**src/rtl/burst_seq_pkg.sv**
```systemverilog
package burst_seq_pkg;
    typedef enum logic [2:0] {
        ST_WAIT,
        ST_ARM,
        ST_SINE,
        ST_DC,
        ST_FINISH
    } seq_state_t;
endpackage

```
**src/rtl/trig_sync.sv**
```systemverilog
module trig_sync #(
    parameter int STAGES = 2
) (
    input  logic clk,
    input  logic rst_n,
    input  logic async_in,
    output logic rise
);
    logic [STAGES-1:0] chain;
    logic              prev;

    genvar g;
    generate
        for (g = 0; g < STAGES; g++) begin : g_stage
            if (g == 0) begin : g_first
                always_ff @(posedge clk) begin
                    if (!rst_n) chain[g] <= 1'b0;
                    else        chain[g] <= async_in;
                end
            end else begin : g_next
                always_ff @(posedge clk) begin
                    if (!rst_n) chain[g] <= 1'b0;
                    else        chain[g] <= chain[g-1];
                end
            end
        end
    endgenerate

    always_ff @(posedge clk) begin
        if (!rst_n) prev <= 1'b0;
        else        prev <= chain[STAGES-1];
    end

    assign rise = chain[STAGES-1] & ~prev;
endmodule

```
**src/rtl/wave_rom.sv**
```systemverilog
module wave_rom #(
    parameter int AW    = 6,
    parameter int DW    = 12,
    parameter bit FLAT  = 1'b0
) (
    input  logic [AW-1:0] addr,
    output logic [DW-1:0] data
);
    localparam int DEPTH = 1 << AW;
    localparam int HALF  = DEPTH / 2;
    localparam int AMP   = (1 << (DW - 1)) - 1;

    function automatic logic [DEPTH*DW-1:0] build_table();
        logic [DEPTH*DW-1:0] t;
        int x;
        int mag;
        int v;
        t = '0;
        for (int i = 0; i < DEPTH; i++) begin
            if (FLAT) begin
                v = 0;
            end else begin
                x   = i % HALF;
                mag = (4 * AMP * x * (HALF - x)) / (HALF * HALF);
                v   = (i < HALF) ? mag : -mag;
            end
            t[i*DW +: DW] = v[DW-1:0];
        end
        return t;
    endfunction

    localparam logic [DEPTH*DW-1:0] TABLE = build_table();

    assign data = TABLE[addr*DW +: DW];
endmodule

```
**src/rtl/burst_sequencer.sv**
```systemverilog
module burst_sequencer
    import burst_seq_pkg::*;
#(
    parameter int LEN_W    = 12,
    parameter int ROM_AW   = 6,
    parameter int DW       = 12,
    parameter int PAIRS    = 32,
    parameter int MARK_LEN = 100,
    parameter int CNT_W    = 16
) (
    input  logic              clk,
    input  logic              rst_n,
    input  logic              enable,
    input  logic              trig_in,
    input  logic [LEN_W-1:0]  sine_len,
    input  logic [LEN_W-1:0]  dc_len,
    output logic [ROM_AW-1:0] sine_addr,
    output logic [ROM_AW-1:0] dc_addr,
    output logic              seg_dc,
    output logic              active,
    output logic [DW-1:0]     sample,
    output logic              mark_cap,
    output logic              mark_mon,
    output logic              waiting,
    output logic              done,
    output logic [CNT_W-1:0]  pass_count
);
    localparam int PAIR_W  = $clog2(PAIRS + 1);
    localparam int MIN_LEN = MARK_LEN + 1;

    seq_state_t       state;
    logic [LEN_W-1:0] idx;
    logic [PAIR_W-1:0] pair;
    logic [LEN_W-1:0] sine_len_q;
    logic [LEN_W-1:0] dc_len_q;
    logic             trig_rise;
    logic [DW-1:0]    sine_word;
    logic [DW-1:0]    dc_word;

    function automatic logic [LEN_W-1:0] clamp_len(input logic [LEN_W-1:0] l);
        return (l < LEN_W'(MIN_LEN)) ? LEN_W'(MIN_LEN) : l;
    endfunction

    trig_sync #(.STAGES(2)) u_sync (
        .clk      (clk),
        .rst_n    (rst_n),
        .async_in (trig_in),
        .rise     (trig_rise)
    );

    wave_rom #(.AW(ROM_AW), .DW(DW), .FLAT(1'b0)) u_sine_rom (
        .addr (sine_addr),
        .data (sine_word)
    );

    wave_rom #(.AW(ROM_AW), .DW(DW), .FLAT(1'b1)) u_dc_rom (
        .addr (dc_addr),
        .data (dc_word)
    );

    always_ff @(posedge clk) begin
        if (!rst_n) begin
            state      <= ST_WAIT;
            idx        <= '0;
            pair       <= '0;
            sine_len_q <= LEN_W'(MIN_LEN);
            dc_len_q   <= LEN_W'(MIN_LEN);
            pass_count <= '0;
        end else if (!enable) begin
            state <= ST_WAIT;
            idx   <= '0;
            pair  <= '0;
        end else begin
            unique case (state)
                ST_WAIT: begin
                    if (trig_rise) begin
                        state      <= ST_ARM;
                        sine_len_q <= clamp_len(sine_len);
                        dc_len_q   <= clamp_len(dc_len);
                    end
                end
                ST_ARM: begin
                    state <= ST_SINE;
                    idx   <= '0;
                    pair  <= '0;
                end
                ST_SINE: begin
                    if (idx == sine_len_q - 1'b1) begin
                        state <= ST_DC;
                        idx   <= '0;
                    end else begin
                        idx <= idx + 1'b1;
                    end
                end
                ST_DC: begin
                    if (idx == dc_len_q - 1'b1) begin
                        idx <= '0;
                        if (pair == PAIR_W'(PAIRS - 1)) begin
                            state <= ST_FINISH;
                        end else begin
                            state <= ST_SINE;
                            pair  <= pair + 1'b1;
                        end
                    end else begin
                        idx <= idx + 1'b1;
                    end
                end
                ST_FINISH: begin
                    state      <= ST_WAIT;
                    pass_count <= pass_count + 1'b1;
                end
                default: state <= ST_WAIT;
            endcase
        end
    end

    always_comb begin
        sine_addr = '0;
        dc_addr   = '0;
        seg_dc    = 1'b0;
        active    = 1'b0;
        mark_cap  = 1'b0;
        waiting   = 1'b0;
        done      = 1'b0;
        unique case (state)
            ST_WAIT:   waiting = enable;
            ST_ARM:    ;
            ST_SINE: begin
                active    = 1'b1;
                sine_addr = idx[ROM_AW-1:0];
                mark_cap  = (idx < LEN_W'(MARK_LEN));
            end
            ST_DC: begin
                active  = 1'b1;
                seg_dc  = 1'b1;
                dc_addr = idx[ROM_AW-1:0];
            end
            ST_FINISH: done = 1'b1;
            default:   ;
        endcase
        mark_mon = mark_cap;
        sample   = !active ? '0 : (seg_dc ? dc_word : sine_word);
    end
endmodule

```
**config.mk**
```make
export PLATFORM = sky130hd
export DESIGN_NAME = burst_sequencer
export DESIGN_NICKNAME = d
export VERILOG_FILES = /design/src/rtl/burst_seq_pkg.sv /design/src/rtl/trig_sync.sv /design/src/rtl/wave_rom.sv /design/src/rtl/burst_sequencer.sv
export SDC_FILE = /design/constraint.sdc
export NUM_CORES = 1
export LEC_CHECK = 0
export BUFFER_PORTS_ARGS = -buffer_cell sky130_fd_sc_hd__buf_2
export CAP_MARGIN = 10
export CORE_ASPECT_RATIO = 1.25
export CORE_MARGIN = 1
export CORE_UTILIZATION = 29
export CTS_BUF_LIST = sky130_fd_sc_hd__clkbuf_4
export CTS_CLUSTER_DIAMETER = 50
export DETAILED_ROUTE_END_ITERATION = 8
export PLACE_DENSITY = 0.47
export SETUP_SLACK_MARGIN = 0.05
export SYNTH_ARGS = -nofsm -noshare
export SYNTH_HDL_FRONTEND = slang
export SYNTH_SLANG_ARGS = --single-unit
```
**constraint.sdc**
```tcl
create_clock -name clk -period 3.3 [get_ports clk]
set_input_delay 0.165 -clock clk [delete_from_list [all_inputs] [get_ports clk]]
set_output_delay 0.165 -clock clk [all_outputs]
set_load 0.005 [all_outputs]
```
After elaboration in Yosys (flattened, before gate mapping)
Cells that the tools add are included.

Word-level logic and storage cells: 65. Bits of input ports: 28. Output and inout bits: 46. Register bits: 64.

Add/subtract/negate cells: 5. Reductions and logical operators: 9. Equal/unequal tests: 11. Order comparisons: 3. Mux-type cells: 22. Shift operators: 2. Bitwise operators: 2. Multipliers: 2.

Operators with widths (count): $shiftx 768x11->12 const A (2); $mux 12 (6); $lt 12x7->1 const B (3); $pmux 12 s3 (1); $eq 12x12->1 (2); $mux 6 (4); $sub 12x1->12 const B (2); $add 16x1->16 const B (1); $mul 6x2->8 const B (2); $add 12x1->12 const B (1); $mux 3 (4); $pmux 3 s4 (1); $pmux 6 s2 (1); $reduce_and 3->1 (3); $ne 2x2->1 const B (4); $add 6x1->6 const B (1); $eq 3x2->1 const B (2); $eq 6x5->1 const B (1); $mux 1 (5); $reduce_and 2->1 (2); $eq 3x1->1 const B (1); $eq 3x3->1 const B (1); $logic_not 3->1 (1); $reduce_bool 3->1 (1); 4 further kinds (4).

Longest topological paths before layout
Gate-level depths: netlist of the first run.

Depth after elaboration: 6. Mapped depth: 12. Mapped depth without buffers: 10.

Hierarchy
A second synthesis of the first run with hierarchy kept.

Cells, all modules: 581. Area, all modules: 4551.9 µm².

Modules (own cells, without submodules): burst_sequencer (times used 1, seq. area each 1221.2 µm², cells an instance 490, area each 3865.0 µm²); wave_rom at u_sine_rom (times used 1, seq. area each 0.0 µm², cells an instance 71, area each 500.5 µm²); wave_rom at u_dc_rom (times used 1, seq. area each 0.0 µm², cells an instance 13, area each 93.8 µm²); trig_sync (times used 1, seq. area each 60.1 µm², cells an instance 7, area each 92.6 µm²).

Worst setup path before layout of the first run
No wires, ideal clock.

Path type: reg2reg. Start point: reg dc_len_q[0]. End point: reg idx[2]. Data required time: 3.168 ns. Buffers on the path: 1. Library setup time: 0.132 ns. Clock period less this slack: 2.784 ns. Cell stages (with the launch flop): 12. Slack: 0.516 ns. Data arrival time: 2.652 ns. Cell sequence: dfxtp_1 clkbuf_1 inv_1 ha_1 or4b_1 or4_1 a21oi_1 nor2_1 o31ai_4 a31oi_2 a21oi_1 o22ai_1.

Word-level cells in the longest chain between the ends: 4.

RTL lines: start: declaration (RTL line burst_sequencer.sv:35) `logic [LEN_W-1:0] dc_len_q;`; start signal: assignment (RTL line burst_sequencer.sv:67) `dc_len_q <= LEN_W'(MIN_LEN);`; start signal: assignment (RTL line burst_sequencer.sv:79) `dc_len_q <= clamp_len(dc_len);`; $sub 12x1->12 (RTL line burst_sequencer.sv:96) `if (idx == dc_len_q - 1'b1) begin`; $eq 12x12->1 (RTL line burst_sequencer.sv:96); $mux 12 (RTL line burst_sequencer.sv:96); $pmux 12 s3 (RTL line burst_sequencer.sv:74) `unique case (state)`; end signal: assignment (RTL line burst_sequencer.sv:92) `idx <= idx + 1'b1;`; end signal: assignment (RTL line burst_sequencer.sv:105) `idx <= idx + 1'b1;`; end: declaration (RTL line burst_sequencer.sv:32) `logic [LEN_W-1:0] idx;`.

Every way passes these cells. A chain may end at the register's enable or synchronous reset.

Worst setup path in the final report of the first run
Ends and elaborated chain as after synthesis.

==> run summary, run 1 <==
### Power and ir drop
* power density over cell area: 297.2 nW/um^2
* maximum vdd ir drop: 0.0001716 V
* Leakage Power: 2.077 nW

### Final layout
* Filler Cells Inserted: 1498
* antenna cell count: 0
* multi-input logic area: 2793 sq um
* count of nets after finishing: 680
* sequential cell area: 1285 sq um
* fraction of layout instances using a drive strength above 1: 18.94%
* Syn-to-layout area delta: 21.52%
* final non-filler cell total: 822
* final cell area excluding filler cells: 5228 sq um

### Detailed routing
* violation count after the first detailed-routing iteration: 272
* detailed-route DRC error count: 0
* antenna violation net count after detailed routing: 0
* total vias in the final route: 4261
* number of iterations in the first detailed-routing pass: 5
* via density per instance: 5.184
* Wirelength per Cell: 14.48 um
* wire length after detailed routing: 11.90 mm

### Global route
* antenna violations before repair: 0
* overflow left after global routing: 0
* global router's overall resource usage: 15.88%
* largest net degree at the start of global routing: 45
* number of global-route vias before repair: 4013
* first-pass GRT wire length: 19.87 mm

### Critical path
* kind of critical path: flip-flop to flip-flop
* Largest stage delay, worst path: 0.51 ns
* Worst Path Buf+Inv: 1
* maximum fanout encountered on the critical timing path: 7
* worst-path cell chain: inv_1 > ha_1 > or4b_1 > or4_1 > a21oi_1 > nor2_1 > o31ai_4 > a31oi_2 > a21oi_1 > o22ai_1
* Register-to-Register Setup Slack: 0.29 ns
* launching element type of the critical path: flip-flop
* cell mode on critical path: sky130_fd_sc_hd__a21oi_1
* kind of cell adding the most delay to the critical path: compound AO/OA/AOI/OAI gates
* Arr. time, crit path: 3.31 ns
* worst path required time: 3.60 ns
* Slowest cell on crit path: sky130_fd_sc_hd__or4b_1
* kind of end point of the critical path: flip-flop

### Timing
* worst hold slack: 0.02435 ns
* headroom to the max-slew limit: 50.50%
* number of hold-slack violations in the final timing report: 0
* setup_tns: 0 ns
* Final Slew Violations: 0
* measured slew at the worst slew-check pin: 0.7397 ns
* final clock period utilization by the worst path: 91.19%
* setup skew after layout: 0.01910 ns
* final setup vio count: 0
* Period minus WS final: 3.009 ns
* highest achievable clock rate: 332.3 MHz
* unrepaired setup endpoints after global routing: no

### Synthesis
* average cell area after synthesis: 7.668 sq um
* sequential fraction of the synthesis area: 29.78%
* portion of synthesized cell area occupied by the leading cell type: 29.78%
* count of distinct cell types in the synthesized netlist: 61
* async set or reset register ratio after synthesis: 0%
* leading cell types by total area after synthesis: sky130_fd_sc_hd__dfxtp_1 (30%), sky130_fd_sc_hd__xnor2_1 (6.9%), sky130_fd_sc_hd__nand2_1 (6.4%), sky130_fd_sc_hd__nor2_1 (3.8%), sky130_fd_sc_hd__ha_1 (3.8%)
* gate count of the mapped netlist: 561
* most used flip-flop cell after synthesis: sky130_fd_sc_hd__dfxtp_1
* number of enable-type register cells in the synthesized netlist: 0
* Ys Warns: 0
* Synth Net Count: 602
* cell type with the largest total area after synthesis: sky130_fd_sc_hd__dfxtp_1
* count of state elements after synthesis: 64
* cell area after synthesis: 4302 sq um

### Placement
* count of buffers inserted at the top-level ports: 73
* cell area reported after detailed placement: 4811 sq um
* # placed instances: 783
* Final HPWL DP: 8.902 mm
* final weighted congestion of routability-driven global placement: 0.8131

### Status
* run status: finished clean

### Clock network
* clock buffer depth: 2
* master cell of the clock root buffer: sky130_fd_sc_hd__clkbuf_4
* clock tree sinks: 64
* H-tree levels: 3
* clock latency at the later pin of the worst-skew pair: 0.43 ns
* CTS tree: done
* clock-pin slew of the registers on the worst-case setup and hold paths: 0.12 ns
* number of setup buffers added after CTS: 0
* total CTS buffers: 9

### Die
* Boundary Pins: 74
* Core Box Area: 14410 sq um
* area of the die: 15330 sq um
* Chip Height: 138.2 um
* number of rows created at floorplan: 49
* initial core utilization: 29.86%
* die width: 110.9 um

### Run
* reported max-cap violation count: 0

### Min path
* path category of the worst min-delay check: input port to flip-flop

-- metal layers --
metal | GRT usage, % | vias to the layer above | wire length, um
met3 | 2.324 | 15 | 563
met1 | 20.28 | 1989 | 5362
li1 | - | 2133 | -
met5 | 0 | - | 0
met4 | 5.895 | 0 | 199
met2 | 26.97 | 124 | 5773
-- worst register-to-register path, stage by stage, from the launching register on --
cell and delay [ns]:
sky130_fd_sc_hd__dfxtp_1 0.40, sky130_fd_sc_hd__inv_1 0.08, sky130_fd_sc_hd__ha_1 0.25, sky130_fd_sc_hd__or4b_1 0.51
sky130_fd_sc_hd__or4_1 0.41, sky130_fd_sc_hd__a21oi_1 0.15, sky130_fd_sc_hd__nor2_1 0.09, sky130_fd_sc_hd__o31ai_4 0.41
sky130_fd_sc_hd__a31oi_2 0.26, sky130_fd_sc_hd__a21oi_1 0.22, sky130_fd_sc_hd__o22ai_1 0.10
-- state kept, by name (all words and copies together), names as in the netlist --
signal / cells
u_sync.chain: 2
pair: 6
u_sync.prev: 1
state: 3
idx: 12
dc_len_q: 12
sine_len_q: 12
pass_count: 16
-- cells in the mapped netlist (8+ instances only) --
cell / n
sky130_fd_sc_hd__a22oi_1: 8
sky130_fd_sc_hd__ha_1: 13
sky130_fd_sc_hd__nand3_1: 24
sky130_fd_sc_hd__o22ai_1: 12
sky130_fd_sc_hd__nor3_1: 17
sky130_fd_sc_hd__a21boi_0: 15
sky130_fd_sc_hd__inv_1: 16
sky130_fd_sc_hd__o21ai_0: 21
sky130_fd_sc_hd__a21oi_1: 17
sky130_fd_sc_hd__nor2b_1: 12
sky130_fd_sc_hd__dfxtp_1: 64
sky130_fd_sc_hd__and3_1: 13
sky130_fd_sc_hd__xnor2_1: 34
sky130_fd_sc_hd__clkbuf_1: 36
sky130_fd_sc_hd__nand2_1: 73
sky130_fd_sc_hd__and2_1: 22
sky130_fd_sc_hd__nor2_1: 44
sky130_fd_sc_hd__xor2_1: 12
-- logic make-up after synthesis --
logic type / after synthesis / synth area share (%)
xor+xnor: 46 / 9.366
buf+inv: 59 / 5.585
compound gates: 119 / 19.55
fa+ha+maj: 13 / 3.781
mux: 8 / 1.891
flops: 64 / 29.78
simple gates: 252 / 30.05
-- worst paths after layout --
kind | startpoint | end | depth (start not counted)
setup reg to reg | dc_len_q[0]$_SDFFE_PN1P_ | idx[2]$_SDFFE_PN0P_ | 10
setup / recovery | dc_len_q[0]$_SDFFE_PN1P_ | idx[2]$_SDFFE_PN0P_ | 10
hold / removal | dc_len[3] | dc_len_q[3]$_SDFFE_PN0P_ | 3
hold reg to reg | u_sync.chain[0]$_SDFF_PN0_ | u_sync.chain[1]$_SDFF_PN0_ | 1
-- cell usage in the layout (no fill, tap or decap), types with 8 or more instances in the layout --
cell type                       instances
sky130_fd_sc_hd__nand2_1               73
sky130_fd_sc_hd__buf_2                 73
sky130_fd_sc_hd__dfxtp_1               63
sky130_fd_sc_hd__nor2_1                44
sky130_fd_sc_hd__xnor2_1               34
sky130_fd_sc_hd__nand3_1               24
sky130_fd_sc_hd__dlygate4sd3_1         23
sky130_fd_sc_hd__and2_1                22
sky130_fd_sc_hd__o21ai_0               21
sky130_fd_sc_hd__nor3_1                17
sky130_fd_sc_hd__a21oi_1               17
sky130_fd_sc_hd__inv_1                 15
sky130_fd_sc_hd__a21boi_0              15
sky130_fd_sc_hd__and3_1                13
sky130_fd_sc_hd__buf_4                 13
sky130_fd_sc_hd__nor2b_1               12
sky130_fd_sc_hd__xor2_1                12
sky130_fd_sc_hd__o22ai_1               12
sky130_fd_sc_hd__ha_1                  12
sky130_fd_sc_hd__clkbuf_4               9
sky130_fd_sc_hd__a22oi_1                8
-- stage by stage --
| stage | setup WS [ns] | total power [mW] | utilization [%] |
|---|---|---|---|
| 6_report | 0.2908 | 1.553 | 36.28 |
| 5_1_grt | 0.06496 | 1.616 | 36.28 |
| 4_1_cts | 0.1179 | 1.578 | 36.17 |
| 2_1_floorplan | 0.5156 | 0.8730 | - |
| 3_3_place_gp | 0.3504 | 0.9160 | 33.39 |
| 3_5_place_dp | 0.3053 | 0.9175 | 33.39 |
-- cell type report --
| class | count | area share (%) |
|---|---|---|
| well taps | 178 | 4.260 |
| clock inverters | 7 | 1.963 |
| inverters | 17 | 1.221 |
| repair buffers | 109 | 13.26 |
| multi-input cells | 438 | 53.42 |
| flip-flops and latches | 64 | 24.58 |
| clock buffers | 9 | 1.292 |
-- power by group --
group / internal (mW) / switching (mW)
Sequential: 0.780 / 0.0117
Combinational: 0.0632 / 0.0637
Clock: 0.314 / 0.320
-- repair_timing --
| action | in CTS | in global routing |
|---|---|---|
| resized for setup | 0 | 4 |
| endpoints found under the setup margin | 0 | 3 |
| hold buffers | 23 | 0 |
| hold endpoints to repair | 23 | 0 |
No activity file was read; power rests on OpenSTA's default activity.
==> inputs of run 2 (changes only) <==
--- a/config.mk
+++ b/config.mk
@@ -9,11 +9,11 @@
 export CAP_MARGIN = 10
 export CORE_ASPECT_RATIO = 1.25
 export CORE_MARGIN = 1
-export CORE_UTILIZATION = 29
+export CORE_UTILIZATION = 55
 export CTS_BUF_LIST = sky130_fd_sc_hd__clkbuf_4
 export CTS_CLUSTER_DIAMETER = 50
 export DETAILED_ROUTE_END_ITERATION = 8
-export PLACE_DENSITY = 0.47
+export PLACE_DENSITY = 0.78
 export SETUP_SLACK_MARGIN = 0.05
 export SYNTH_ARGS = -nofsm -noshare
 export SYNTH_HDL_FRONTEND = slang
==> run 2 against run 1 <==
Compared with the run above: final cell count is 12% lower; sequential power about the same; critical path type is now flip-flop to output port; critical endpoint is now sample[8]; power is 7.1% lower; cell area down 5.5%; register-to-register slack got worse by 0.03 ns; largest cell class unchanged; non-clock buffer count fell by 15.
==> run summary, run 2 (synthesized netlist as in run 1, its figures left out) <==
### Status
* run status: finished clean

### Global route
* largest net degree at the start of global routing: 45
* GR met3 Demand/Resource: 4.796%
* global-route track usage on met2: 47.06%
* first-pass GRT wire length: 17.60 mm
* global router's overall resource usage: 27.63%
* overflow left after global routing: 0
* antenna violations before repair: 0
* most crowded layer after global routing: met2
* number of global-route vias before repair: 3923
* met1 routing resource usage after global routing: 33.13%

### Placement
* count of buffers inserted at the top-level ports: 73
* # placed instances: 691
* final weighted congestion of routability-driven global placement: 0.9118
* Final HPWL DP: 7.745 mm
* post-place setup slack: 0.3142 ns

### Final layout
* multi-input logic area: 2780 sq um
* number of flip-flops under the largest register name: 16
* final non-filler cell total: 721
* antenna cell count: 0
* commonest cells after routing, fill and taps aside: sky130_fd_sc_hd__nand2_1 (73), sky130_fd_sc_hd__buf_2 (73), sky130_fd_sc_hd__dfxtp_1 (63)
* Filler Cells Inserted: 631
* register containing the most flip-flops in the final layout: pass_count
* Syn-to-layout area delta: 14.81%
* count of nets after finishing: 665
* fraction of layout instances using a drive strength above 1: 18.28%
* sequential cell area: 1282 sq um

### Critical path
* worst-path cell chain: inv_1 > nor3_1 > buf_4 > nand2_1 > ha_1 > nand2b_1 > o22ai_1 > a211oi_1 > a311oi_1 > a211oi_1 > buf_2
* maximum fanout encountered on the critical timing path: 11
* Arr. time, crit path: 2.88 ns
* Largest stage delay, worst path: 0.43 ns
* launching element type of the critical path: flip-flop
* Register-to-Register Setup Slack: 0.26 ns
* kind of end point of the critical path: output port
* terminus of the critical flop-to-flop path: idx[2]$_SDFFE_PN0P_
* worst path required time: 3.13 ns
* Slowest cell on crit path: sky130_fd_sc_hd__dfxtp_2
* reg2reg start: dc_len_q[0]$_SDFFE_PN1P_
* kind of critical path: flip-flop to output port
* Worst R2R Path Depth: 10
* cell mode on critical path: sky130_fd_sc_hd__a211oi_1

### Clock network
* clock buffer depth: 2
* number of setup buffers added after CTS: 0
* clock tree sinks: 64
* clock latency at the later pin of the worst-skew pair: 0.43 ns
* H-tree levels: 3
* total CTS buffers: 9
* master cell of the clock root buffer: sky130_fd_sc_hd__clkbuf_4
* clock-pin slew of the registers on the worst-case setup and hold paths: 0.11 ns
* CTS tree: done

### Die
* Boundary Pins: 74
* Core Box Area: 7488 sq um
* die width: 81.10 um
* Chip Height: 100.9 um
* number of rows created at floorplan: 35
* initial core utilization: 57.44%
* area of the die: 8181 sq um

### Detailed routing
* Wirelength per Cell: 14.80 um
* antenna violation net count after detailed routing: 0
* via density per instance: 5.906
* detailed-route DRC error count: 0
* number of iterations in the first detailed-routing pass: 5
* violation count after the first detailed-routing iteration: 247
* total vias in the final route: 4258
* wire length after detailed routing: 10.67 mm

### Timing
* unrepaired setup endpoints after global routing: no
* final setup vio count: 0
* setup_tns: 0 ns
* headroom to the max-slew limit: 51.53%
* measured slew at the worst slew-check pin: 0.7249 ns
* setup skew after layout: 0.01685 ns
* PnR worst setup slack: 0.2532 ns
* highest achievable clock rate: 328.2 MHz
* Final Slew Violations: 0
* number of hold-slack violations in the final timing report: 0
* Period minus WS final: 3.047 ns
* final clock period utilization by the worst path: 92.33%

### Min path
* start point of the worst hold path: dc_len[7]
* path category of the worst min-delay check: input port to flip-flop
* count of cells along the worst hold path: 3
* Worst Hold Endpoint: dc_len_q[7]$_SDFFE_PN0P_

### Run
* reported max-cap violation count: 0

### Power and ir drop
* power density over cell area: 292.2 nW/um^2
* Pwr Total: 1.443 mW
* maximum vdd ir drop: 0.0003094 V
* Leakage Power: 1.988 nW

## run 2: changes by cell type in the layout (fill, tap and decap cells not counted), moves of 2 or more
| cell | delta |
|---|---|
| sky130_fd_sc_hd__clkinv_2 | +2 |
| sky130_fd_sc_hd__clkinv_4 | -2 |
| sky130_fd_sc_hd__clkinvlp_4 | +2 |
| sky130_fd_sc_hd__buf_4 | -6 |
| sky130_fd_sc_hd__dlygate4sd3_1 | -9 |
## run 2: final cells by class
cell class | count | share of cell area, %
clock inverters | 7 | 1.444
multi-input cells | 438 | 56.30
repair buffers | 94 | 11.30
flip-flops and latches | 64 | 25.97
inverters | 17 | 1.292
clock buffers | 9 | 1.368
well taps | 92 | 2.331
## run 2: where the power goes
part / internal [mW] / leakage, nW / switching (mW)
clock: 0.230 / 0.0683 / 0.305
combinational: 0.0545 / 1.40 / 0.0610
sequential: 0.781 / 0.517 / 0.0117
## run 2: what timing repair did
action                                  CTS  global route
hold endpoints to repair                 14             0
gates resized for setup                   0             2
hold buffers                             14             0
endpoints found under the setup margin    0             3
## run 2: how the worst max path moves through the flow
stage,startpoint,to,slack (ns),depth (start not counted)
after floorplan,dc_len_q[0]$_SDFFE_PN1P_,idx[2]$_SDFFE_PN0P_,0.52,11
after global placement,dc_len_q[0]$_SDFFE_PN1P_,idx[2]$_SDFFE_PN0P_,0.42,10
after detailed placement,dc_len_q[0]$_SDFFE_PN1P_,idx[5]$_SDFFE_PN0P_,0.31,10
after CTS,state[1]$_SDFFE_PN0P_,sample[8],0.17,11
after global routing,state[1]$_SDFFE_PN0P_,sample[8],0.06,11
final,state[1]$_SDFFE_PN0P_,sample[8],0.25,11
## run 2: layer usage
| metal | vias to the layer above | routed length, um | share of wire (%) |
|---|---|---|---|
| li1 | 2098 | - | - |
| met1 | 1969 | 4629 | 43 |
| met2 | 159 | 5096 | 48 |
| met3 | 32 | 558 | 5.2 |
| met4 | 0 | 387 | 3.6 |
| met5 | - | 0 | 0 |
## run 2: through the flow
step           instance area [sq um]  util (%)  hold WS (ns)
2_1_floorplan                   4302         -        0.2891
3_3_place_gp                    4658     62.21        0.3803
3_5_place_dp                    4658     62.21        0.3837
4_1_cts                         4937     65.93      0.001604
5_1_grt                         4938     65.95       0.02225
6_report                        4938     65.95       0.01363
## run 2: worst max-delay path, delay by kind of cell (launching register included)
kind / cells / cell delay, ns
AOI/OAI and AO/OA: 4 / 0.67
adders and majority gates: 1 / 0.40
buffers and inverters: 3 / 0.47
DFF: 1 / 0.43
and+or+nand+nor: 3 / 0.48
